==> src/rtl/tlb_pkg.sv <==
package tlb_pkg;
    parameter int VA_W   = 14;
    parameter int PA_W   = 12;
    parameter int OFF_W  = 6;
    parameter int WAYS   = 4;
    parameter int SETS   = 4;
    parameter int ASID_W = 4;

    localparam int VPN_W = VA_W - OFF_W;
    localparam int PPN_W = PA_W - OFF_W;
    localparam int IDX_W = $clog2(SETS);
    localparam int TAG_W = VPN_W - IDX_W;
    localparam int WAY_W = $clog2(WAYS);

    typedef struct packed {
        logic              valid;
        logic              glob;
        logic              sup;
        logic              wr;
        logic              dirty;
        logic [ASID_W-1:0] asid;
        logic [TAG_W-1:0]  tag;
        logic [PPN_W-1:0]  ppn;
    } tlb_entry_t;
endpackage

==> src/rtl/tlb_match.sv <==
module tlb_match
    import tlb_pkg::*;
(
    input  tlb_entry_t [WAYS-1:0] ways_i,
    input  logic [TAG_W-1:0]      tag_i,
    input  logic [ASID_W-1:0]     asid_i,
    output logic                  hit_o,
    output logic [WAY_W-1:0]      way_o
);
    logic [WAYS-1:0] match;

    for (genvar w = 0; w < WAYS; w++) begin : g_cmp
        assign match[w] = ways_i[w].valid && (ways_i[w].tag == tag_i) &&
                          (ways_i[w].glob || (ways_i[w].asid == asid_i));
    end

    always_comb begin
        hit_o = |match;
        way_o = '0;
        for (int w = WAYS - 1; w >= 0; w--) begin
            if (match[w]) way_o = WAY_W'(w);
        end
    end
endmodule

==> src/rtl/tlb_victim.sv <==
module tlb_victim
    import tlb_pkg::*;
(
    input  logic [WAYS-1:0]  locked_i,
    input  logic [WAY_W-1:0] ptr_i,
    output logic             found_o,
    output logic [WAY_W-1:0] way_o
);
    always_comb begin
        logic [WAY_W-1:0] cand;
        found_o = 1'b0;
        way_o   = ptr_i;
        cand    = ptr_i;
        for (int i = WAYS - 1; i >= 0; i--) begin
            cand = ptr_i + WAY_W'(i);
            if (!locked_i[cand]) begin
                found_o = 1'b1;
                way_o   = cand;
            end
        end
    end
endmodule

==> src/rtl/pagemap_tlb.sv <==
module pagemap_tlb
    import tlb_pkg::*;
(
    input  logic              clk,
    input  logic              rst_n,
    input  logic              lk_valid,
    input  logic [VA_W-1:0]   lk_vaddr,
    input  logic [ASID_W-1:0] lk_asid,
    input  logic              lk_write,
    input  logic              lk_user,
    input  logic              fill_valid,
    input  logic [VPN_W-1:0]  fill_vpn,
    input  logic [ASID_W-1:0] fill_asid,
    input  logic [PPN_W-1:0]  fill_ppn,
    input  logic              fill_global,
    input  logic              fill_super,
    input  logic              fill_writable,
    input  logic              fill_dirty,
    input  logic              flush_all,
    input  logic              flush_asid_en,
    input  logic [ASID_W-1:0] flush_asid,
    output logic              rsp_valid,
    output logic              rsp_hit,
    output logic              rsp_miss,
    output logic              rsp_fault,
    output logic [PA_W-1:0]   rsp_paddr,
    output logic              rsp_dirty,
    output logic              fill_reject
);
    typedef struct packed {
        tlb_entry_t [SETS-1:0][WAYS-1:0] ent;
        logic [SETS-1:0][WAY_W-1:0]      rr;
        logic                            rsp_valid;
        logic                            rsp_hit;
        logic                            rsp_miss;
        logic                            rsp_fault;
        logic [PA_W-1:0]                 rsp_paddr;
        logic                            rsp_dirty;
        logic                            fill_rej;
    } state_t;

    state_t d, q;

    // Address split
    logic [IDX_W-1:0] lk_set, fl_set;
    logic [TAG_W-1:0] lk_tag, fl_tag;
    assign lk_set = lk_vaddr[OFF_W +: IDX_W];
    assign lk_tag = lk_vaddr[OFF_W+IDX_W +: TAG_W];
    assign fl_set = fill_vpn[IDX_W-1:0];
    assign fl_tag = fill_vpn[VPN_W-1:IDX_W];

    // Lookup compare
    logic             m_hit;
    logic [WAY_W-1:0] m_way;
    tlb_match u_match (
        .ways_i (q.ent[lk_set]),
        .tag_i  (lk_tag),
        .asid_i (lk_asid),
        .hit_o  (m_hit),
        .way_o  (m_way)
    );

    // Victim choice
    tlb_entry_t [WAYS-1:0] fl_ways;
    logic [WAYS-1:0]       locked;
    logic                  v_found;
    logic [WAY_W-1:0]      v_way;
    assign fl_ways = q.ent[fl_set];
    for (genvar w = 0; w < WAYS; w++) begin : g_lock
        assign locked[w] = fl_ways[w].valid && fl_ways[w].glob;
    end

    tlb_victim u_victim (
        .locked_i (locked),
        .ptr_i    (q.rr[fl_set]),
        .found_o  (v_found),
        .way_o    (v_way)
    );

    tlb_entry_t hit_ent;
    logic       deny;
    assign hit_ent = q.ent[lk_set][m_way];
    assign deny    = (hit_ent.sup && lk_user) || (lk_write && !hit_ent.wr);

    always_comb begin
        d           = q;
        d.rsp_valid = 1'b0;
        d.rsp_hit   = 1'b0;
        d.rsp_miss  = 1'b0;
        d.rsp_fault = 1'b0;
        d.rsp_paddr = '0;
        d.rsp_dirty = 1'b0;
        d.fill_rej  = 1'b0;

        // Lookup, only when no fill competes
        if (lk_valid && !fill_valid) begin
            d.rsp_valid = 1'b1;
            if (!m_hit) begin
                d.rsp_miss = 1'b1;
            end else if (deny) begin
                d.rsp_fault = 1'b1;
            end else begin
                d.rsp_hit   = 1'b1;
                d.rsp_paddr = {hit_ent.ppn, lk_vaddr[OFF_W-1:0]};
                d.rsp_dirty = hit_ent.dirty | lk_write;
                if (lk_write) d.ent[lk_set][m_way].dirty = 1'b1;
            end
        end

        // Invalidation of non-global entries
        for (int s = 0; s < SETS; s++) begin
            for (int w = 0; w < WAYS; w++) begin
                if (q.ent[s][w].valid && !q.ent[s][w].glob &&
                    (flush_all || (flush_asid_en && (q.ent[s][w].asid == flush_asid))))
                    d.ent[s][w].valid = 1'b0;
            end
        end

        // Install
        if (fill_valid) begin
            if (!v_found) begin
                d.fill_rej = 1'b1;
            end else begin
                d.ent[fl_set][v_way].valid = 1'b1;
                d.ent[fl_set][v_way].glob  = fill_global;
                d.ent[fl_set][v_way].sup   = fill_super;
                d.ent[fl_set][v_way].wr    = fill_writable;
                d.ent[fl_set][v_way].dirty = fill_dirty;
                d.ent[fl_set][v_way].asid  = fill_asid;
                d.ent[fl_set][v_way].tag   = fl_tag;
                d.ent[fl_set][v_way].ppn   = fill_ppn;
                d.rr[fl_set]               = v_way + WAY_W'(1);
            end
        end
    end

    always_ff @(posedge clk) begin
        if (!rst_n) q <= '0;
        else        q <= d;
    end

    assign rsp_valid   = q.rsp_valid;
    assign rsp_hit     = q.rsp_hit;
    assign rsp_miss    = q.rsp_miss;
    assign rsp_fault   = q.rsp_fault;
    assign rsp_paddr   = q.rsp_paddr;
    assign rsp_dirty   = q.rsp_dirty;
    assign fill_reject = q.fill_rej;
endmodule

==> config.mk <==
export PLATFORM = sky130hd
export DESIGN_NAME = pagemap_tlb
export DESIGN_NICKNAME = d
export VERILOG_FILES = /design/src/rtl/tlb_pkg.sv /design/src/rtl/tlb_match.sv /design/src/rtl/tlb_victim.sv /design/src/rtl/pagemap_tlb.sv
export SDC_FILE = /design/constraint.sdc
export NUM_CORES = 1
export LEC_CHECK = 0
export BUFFER_PORTS_ARGS = -buffer_cell sky130_fd_sc_hd__buf_4
export CAP_MARGIN = 20
export CORE_MARGIN = 2
export CORE_UTILIZATION = 67
export DETAILED_ROUTE_END_ITERATION = 10
export HOLD_SLACK_MARGIN = 0.02
export PLACE_DENSITY = 0.83
export SYNTH_ARGS = -nofsm -noshare
export SYNTH_HDL_FRONTEND = slang
export SYNTH_SLANG_ARGS = --single-unit
==> constraint.sdc <==
create_clock -name clk -period 5.5 [get_ports clk]
set_clock_uncertainty 0.2 [all_clocks]
set_input_delay 0.275 -clock clk [delete_from_list [all_inputs] [get_ports clk]]
set_output_delay 0.275 -clock clk [all_outputs]
set_load 0.05 [all_outputs]
==> results of run 1 <==
kinds of logic after synthesis:
logic type / Yosys count
flip-flops: 362
AND/OR/NAND/NOR: 719
buffers and inverters: 247
XOR/XNOR: 111
adder cells (fa/ha/maj): 4
AO/OA/AOI/OAI: 443
multiplexers: 121
worst reg2reg max path: cells and delay by family, from the launching register on:
kind,cells,cell delay [ps]
simple gates,5,980
buf+inv,2,570
flops,1,350
fa+ha+maj,1,530
compound gates,5,1530
cell usage after synthesis, drive strengths merged (15+ instances only):
library cell / instances / area share
xor2: 60 / 0.031
nand3: 241 / 0.071
nor3: 22 / 0.0065
mux4: 77 / 0.10
mux2i: 40 / 0.023
a31oi: 26 / 0.0095
buf: 87 / 0.026
clkbuf: 145 / 0.032
o2111ai: 16 / 0.0082
dfxtp: 362 / 0.42
inv: 15 / 0.0033
a21oi: 320 / 0.094
nor2: 52 / 0.011
xnor2: 51 / 0.026
o21ai: 42 / 0.012
nand2: 373 / 0.082
final cells by class:
| type | count | share of cell area |
|---|---|---|
| clock buffers | 49 | 0.05310 |
| clock inverters | 19 | 0.01492 |
| inverters | 15 | 0.003352 |
| multi-input cells | 1398 | 0.4626 |
| flip-flops and latches | 362 | 0.3806 |
| well taps | 330 | 0.02169 |
| repair buffers | 149 | 0.06374 |
path summary, 6_finish.rpt:
| path | slack (ps) | to | cells after the start |
|---|---|---|---|
| worst max-delay path | 1250 | q[161] | 13 |
| worst min-delay path | 70 | q[105] | 5 |
| worst max register to register | 1250 | q[161] | 13 |
| worst min register to register | 250 | q[179] | 2 |
state kept, by name (all words and copies together) (netlist names):
name         count
rsp_fault        1
rsp_dirty        1
rsp_miss         1
fill_reject      1
q              344
rsp_hit          1
rsp_paddr       12
rsp_valid        1
cell usage in the layout, fill, tap and decap left out, drive strengths merged, types with 42 or more instances in the layout:
cell	instances
nand2	373
a21oi	320
buf	119
mux4	77
dfxtp	362
xor2	60
xnor2	51
nand3	241
nor2	52
o21ai	42
clkbuf	49
through the flow:
| step | hold slack [ps] | setup slack [ps] | total power, mW | utilization |
|---|---|---|---|---|
| 6_report | 70.65 | 1252 | 5.944 | 0.7583 |
| 5_1_grt | 104.2 | 929.5 | 6.084 | 0.7583 |
| 4_1_cts | 65.08 | 1384 | 5.922 | 0.7572 |
| 3_5_place_dp | 243.7 | 900.6 | 3.283 | 0.6936 |
| 3_3_place_gp | 238.0 | 1058 | 3.271 | 0.6936 |
| 2_1_floorplan | 161.8 | 2083 | 3.119 | - |
layer usage:
metal	vias up	track usage
met5	-	0
met3	227	0.08151
met4	0	0.2121
met2	1067	0.5940
li1	6901	-
met1	7526	0.5126
power groups by stage:
stage / sequential [mW] / clock (mW) / combinational (mW)
5_1_grt: 2.70 / 2.78 / 0.604
3_3_place_gp: 2.75 / 0 / 0.523
4_1_cts: 2.69 / 2.68 / 0.553
2_1_floorplan: 2.74 / 0 / 0.375
3_5_place_dp: 2.75 / 0 / 0.533
6_report: 2.69 / 2.68 / 0.573
==> run metrics, run 1 <==
clock power share=0.450; DIE HEIGHT=163.6 µm; Post-route DRC=0; delay-heaviest family, CP=compound AO/OA/AOI/OAI gates; antenna-violating nets left=0; PD cells=about 310 nW/µm²; worst-margin pin slew=1050 ps; RSZ-0062 raised after global routing=no; clock root cell=clkbuf_16; cell repeated most along the worst path=nand2_1; Placement Cell Area=about 17000 µm²; Final Instance Count excl. Fillers=2322; Worst Path Required=between 5000 and 6000 ps; IO Pins=70; Hold Path Origin=lk_valid; leakage=6.352 nW; Clock Latency Late Sink=540 ps; buffer count from post-CTS setup fixing=0; Finish-stage setup viols=0; H-tree Lvls=2; final hold violation count=0; cts hold-fix bufs=30; register share of total power=0.453; antenna violations before repair=0; post-synthesis xor/xnor area fraction=0.05695; Post-synth EDFFs=0; dpl cells=roughly 2200; Primary FF master, synth=dfxtp_1; CP startpoint=q[66]; synth unique cells=a little over 50; routed wire length=52.26 mm; Initial Utilization=0.6798; die width=163.6 µm; Comb pwr share=0.096; Synth async-reset ratio=0; aggregate global-route resource usage=0.3870; syn_nets=2063; internal power=4.441 mW; TNS Setup=0 ps; layout cells sized above 1=0.1376; total CTS buffers=37; compound-gate portion of the synthesized area=0.1433; Final nets=2019; CP Buf/Inv Count=2; status=finished, final reports clean; Met1 Routed Length=a little under 20 mm; post-synthesis sequential area ratio=0.4245; CTS resizes=0; Top Metal Used=met4; vias per inst=6.770; startpoint types=register; # rows=58; via count=around 16000; Worst VDD drop=approximately 0.47 mV; r2r startpoint=q[66]; initial drt markers=2370; area of the core=between 20000 and 30000 µm²; Area Overhead vs Synth=11.54%; simple logic cell fraction of the synthesized area=0.1836; adder-cell share of the synthesized area=0.002932; fin crit period=4248 ps; RePlAce Congestion=~0.9; total iterations of the first detailed-routing run=6; largest net degree at the start of global routing=211; Net Sw Power=1.503 mW; main combinational cell family by area after synthesis=simple AND/OR/NAND/NOR gates; CTS tree=built; Detailed Place HPWL=31.76 mm; CTS clk-pin slew, worst paths=60 ps; Post-Syn Area=17070 µm²; multiplexer share of the synthesized area=0.1277; WP data arrival=4500 ps; # diodes=0; worst min-delay path class=input port to register; fin crit share=0.7723; total gr overflow=0; met3 wire len=6.210 mm; FMAX=approximately 240 MHz; multi-input logic area=8807 µm²; routed length per instance=between 20 and 25 µm; global-route wire length before repair=80.99 mm; CP max-delay cell=a211oi_1; endpoint type of the worst setup path=register; Gate Count Post-Synth=roughly 2000; Met2 Routed Length=23.94 mm; Register Area=7247 µm²; Synth Register Bits=362; Synth Area per Inst=about 8.5 µm²; crit path max fanout=37; max_slew headroom=0.2900; Post-Layout Inst Area=19040 µm²; CP peak stage delay=~740 ps; switching share of total power=0.2528; Yosys warning count=0; clk buf depth=3; count of final max-slew check failures=0; fillers=around 1800; I/O Buffers=69; max-cap violation count=0; Die Area=26770 µm²; number of global-route vias before repair=approximately 15000; Crit Path Category=register to register; clk sink count=362; CP cell instances=nand2_1, o21ai_0, o21ai_1, nand2_1, a21oi_1, nor2_1, a211oi_1, inv_1, ha_2, nand2_1, buf_4, nand2_1, a21oi_1
Power figures use the tool's default switching activity.
==> run 2: changes to the inputs <==
--- a/config.mk
+++ b/config.mk
@@ -8,10 +8,10 @@
 export BUFFER_PORTS_ARGS = -buffer_cell sky130_fd_sc_hd__buf_4
 export CAP_MARGIN = 20
 export CORE_MARGIN = 2
-export CORE_UTILIZATION = 67
+export CORE_UTILIZATION = 62
 export DETAILED_ROUTE_END_ITERATION = 10
 export HOLD_SLACK_MARGIN = 0.02
-export PLACE_DENSITY = 0.83
+export PLACE_DENSITY = 0.77
 export SYNTH_ARGS = -nofsm -noshare
 export SYNTH_HDL_FRONTEND = slang
 export SYNTH_SLANG_ARGS = --single-unit
==> constraint.sdc (replaced) <==
create_clock -name clk -period 4.2 [get_ports clk]
set_clock_uncertainty 0.2 [all_clocks]
set_input_delay 0.21 -clock clk [delete_from_list [all_inputs] [get_ports clk]]
set_output_delay 0.21 -clock clk [all_outputs]
set_load 0.05 [all_outputs]
==> run 2 against run 1 <==
Final area up 1.1%; largest power group unchanged; wire length rose by 0.19%; register-to-register slack lost 1000 ps; non-clock buffer count up 26; critical endpoint is now q[357]; combinational power is 35% higher; cell count rose by 1.4%; clock-buffer cell count is 3 higher; critical path type is now input port to register; worst setup slack lost 1000 ps; sequential share of layout area down 0.43 points; critical path depth shrank 1.
==> run metrics, run 2 (synthesis gave the netlist of run 1 again) <==
max-cap violation count=0 (unchanged); die width=169.9 µm (+3.9%); CP Capture Point=q[357]; total CTS buffers=38 (+2.7%); Worst R2R Path Depth=10 (-3); Worst Path Required=4460 ps (-1290 ps); number of global-route vias before repair=15046 (-0.63%); Area Overhead vs Synth=12.81%; r2r startpoint=q[356]; leakage=6.471 nW (+1.9%); Top Metal Used=met4; status=finished, final reports clean; FMAX=252.1 MHz; H-tree Lvls=2 (unchanged); Met1 Routed Length=20.33 mm (+4.1%); Placement Cell Area=17650 µm² (+1.4%); total gr overflow=0 (unchanged); CP startpoint=lk_vaddr[7]; vias per inst=6.583 (-2.8%); max_slew headroom=0.2310 (-0.05897); area of the core=27030 µm² (+7.6%); CTS tree=built; routed wire length=52.36 mm (+0.19%); Initial Utilization=0.6316 (-0.04822); antenna-violating nets left=0 (unchanged); Final nets=2046 (+1.3%); total iterations of the first detailed-routing run=6 (unchanged); Register Area=7247 µm² (unchanged); I/O Buffers=69 (unchanged); commonest cells after routing, fill and taps aside=nand2_1, dfxtp_1, a21oi_1, nand3_1, buf_4; worst-margin pin slew=1139 ps (+88.36 ps); crit path max fanout=34 (-8.1%); initial drt markers=1963 (-17%); RSZ-0062 raised after global routing=no; routed length per instance=22.23 µm (-1.2%); PD cells=400.8 nW/µm² (+28%); TNS Setup=0 ps (unchanged); fin crit share=0.9446; most common cell after layout, fill and taps aside=nand2_1; worst min-delay path class=input port to register; fin crit period=3967 ps; CTS clk-pin slew, worst paths=60 ps (about the same); Post-route DRC=0 (unchanged); endpoint type of the worst setup path=register; Clock Latency Late Sink=530 ps (about the same); # diodes=0 (unchanged); aggregate global-route resource usage=0.3613 (-0.02565); max reg flops=344 (unchanged); largest reg by FF count=q; dpl cells=2257 (+1.5%); Finish-stage setup viols=0 (unchanged); WP data arrival=4230 ps (-270 ps); worst flop-to-flop path endpoint=q[357]; fillers=2074 (+17%); multi-input logic area=8811 µm² (about the same); DIE HEIGHT=169.9 µm (+3.9%); buffer count from post-CTS setup fixing=0 (unchanged); clk sink count=362 (unchanged); clock root cell=clkbuf_16; count of final max-slew check failures=0 (unchanged); antenna violations before repair=0 (unchanged); hold_ws=87.34 ps (+16.69 ps); via count=15502 (-1.4%); Post-Layout Inst Area=19260 µm² (+1.1%); # rows=60 (+3.4%); met3 wire len=5.760 mm (-7.2%); Die Area=28880 µm² (+7.9%); global-route wire length before repair=82.11 mm (+1.4%); post-place setup slack=294.7 ps (-606.0 ps); RePlAce Congestion=0.8943 (-0.63%); Worst VDD drop=0.3554 mV (-24%); startpoint types=input port; Final Instance Count excl. Fillers=2355 (+1.4%); IO Pins=70 (unchanged); clk buf depth=3 (unchanged); final hold violation count=0 (unchanged); Final WS setup=232.9 ps (-1020 ps); Met2 Routed Length=24.28 mm (+1.4%); largest net degree at the start of global routing=144 (-32%); Crit Path Category=input port to register; Detailed Place HPWL=32.41 mm (+2.1%); layout cells sized above 1=0.1475 (+0.009918); Reg2Reg Setup Slack=230 ps (-1020 ps)
run 2: cell count changes in the layout (fill, tap and decap cells not counted), sizes merged:
cell,change
clkbuf,+3
bufinv,-3
buf,+22
dlygate4sd3,+4
clkinv,-4
run 2: how the worst min path moves through the flow:
| stage | startpoint | endpoint | slack (ps) | cells past startpoint |
|---|---|---|---|---|
| final | flush_asid_en | q[361] | 90 | 4 |
| after global routing | flush_asid_en | q[88] | 120 | 4 |
| after CTS | flush_asid_en | q[235] | 60 | 4 |
| after detailed placement | lk_vaddr[0] | rsp_paddr[0] | 240 | 2 |
| after global placement | lk_vaddr[3] | rsp_paddr[3] | 240 | 2 |
| after floorplan | fill_valid | rsp_valid | 100 | 1 |
run 2: power by group:
group | internal [mW] | switching [mW] | leakage, nW | total (mW)
clock network | 2.04 | 1.38 | 0.621 | 3.42
logic | 0.255 | 0.517 | 2.93 | 0.771
registers | 3.49 | 0.0368 | 2.92 | 3.53
total | 5.78 | 1.94 | 6.47 | 7.72
run 2: critical path, cell delays in order:
cell and delay, ps:
buf_4 460, buf_4 370, mux4_2 350, xnor2_1 150
a41oi_1 210, or4_4 610, or4_1 520, o211ai_2 190
buf_4 260, o2111ai_1 130, a21oi_1 170, dlygate4sd3_1 570
run 2: per-stage QoR:
stage | power (mW) | util
after floorplan | 4.084 | -
after global placement | 4.310 | 0.6532
after detailed placement | 4.323 | 0.6532
after CTS | 7.709 | 0.7124
after global routing | 7.905 | 0.7125
final | 7.718 | 0.7125
run 2: routing by layer:
metal	up-vias	track usage
met5	-	0
met4	0	0.1431
met3	159	0.07535
met2	967	0.5805
met1	7426	0.4805
li1	6950	-
run 2: cell type report:
class	instances	share of cell area
Sequential cell	362	0.3763
Tap cell	341	0.02216
Clock buffer	52	0.05789
Clock inverter	12	0.007472
Inverter	15	0.003314
Timing Repair Buffer	175	0.07524
Multi-Input combinational cell	1398	0.4576
run 2: timing repair:
item | CTS | global route
endpoints found under the hold margin | 331 | 0
hold buffers | 34 | 0
setup endpoints to repair | 0 | 1
gates resized for setup | 0 | 1
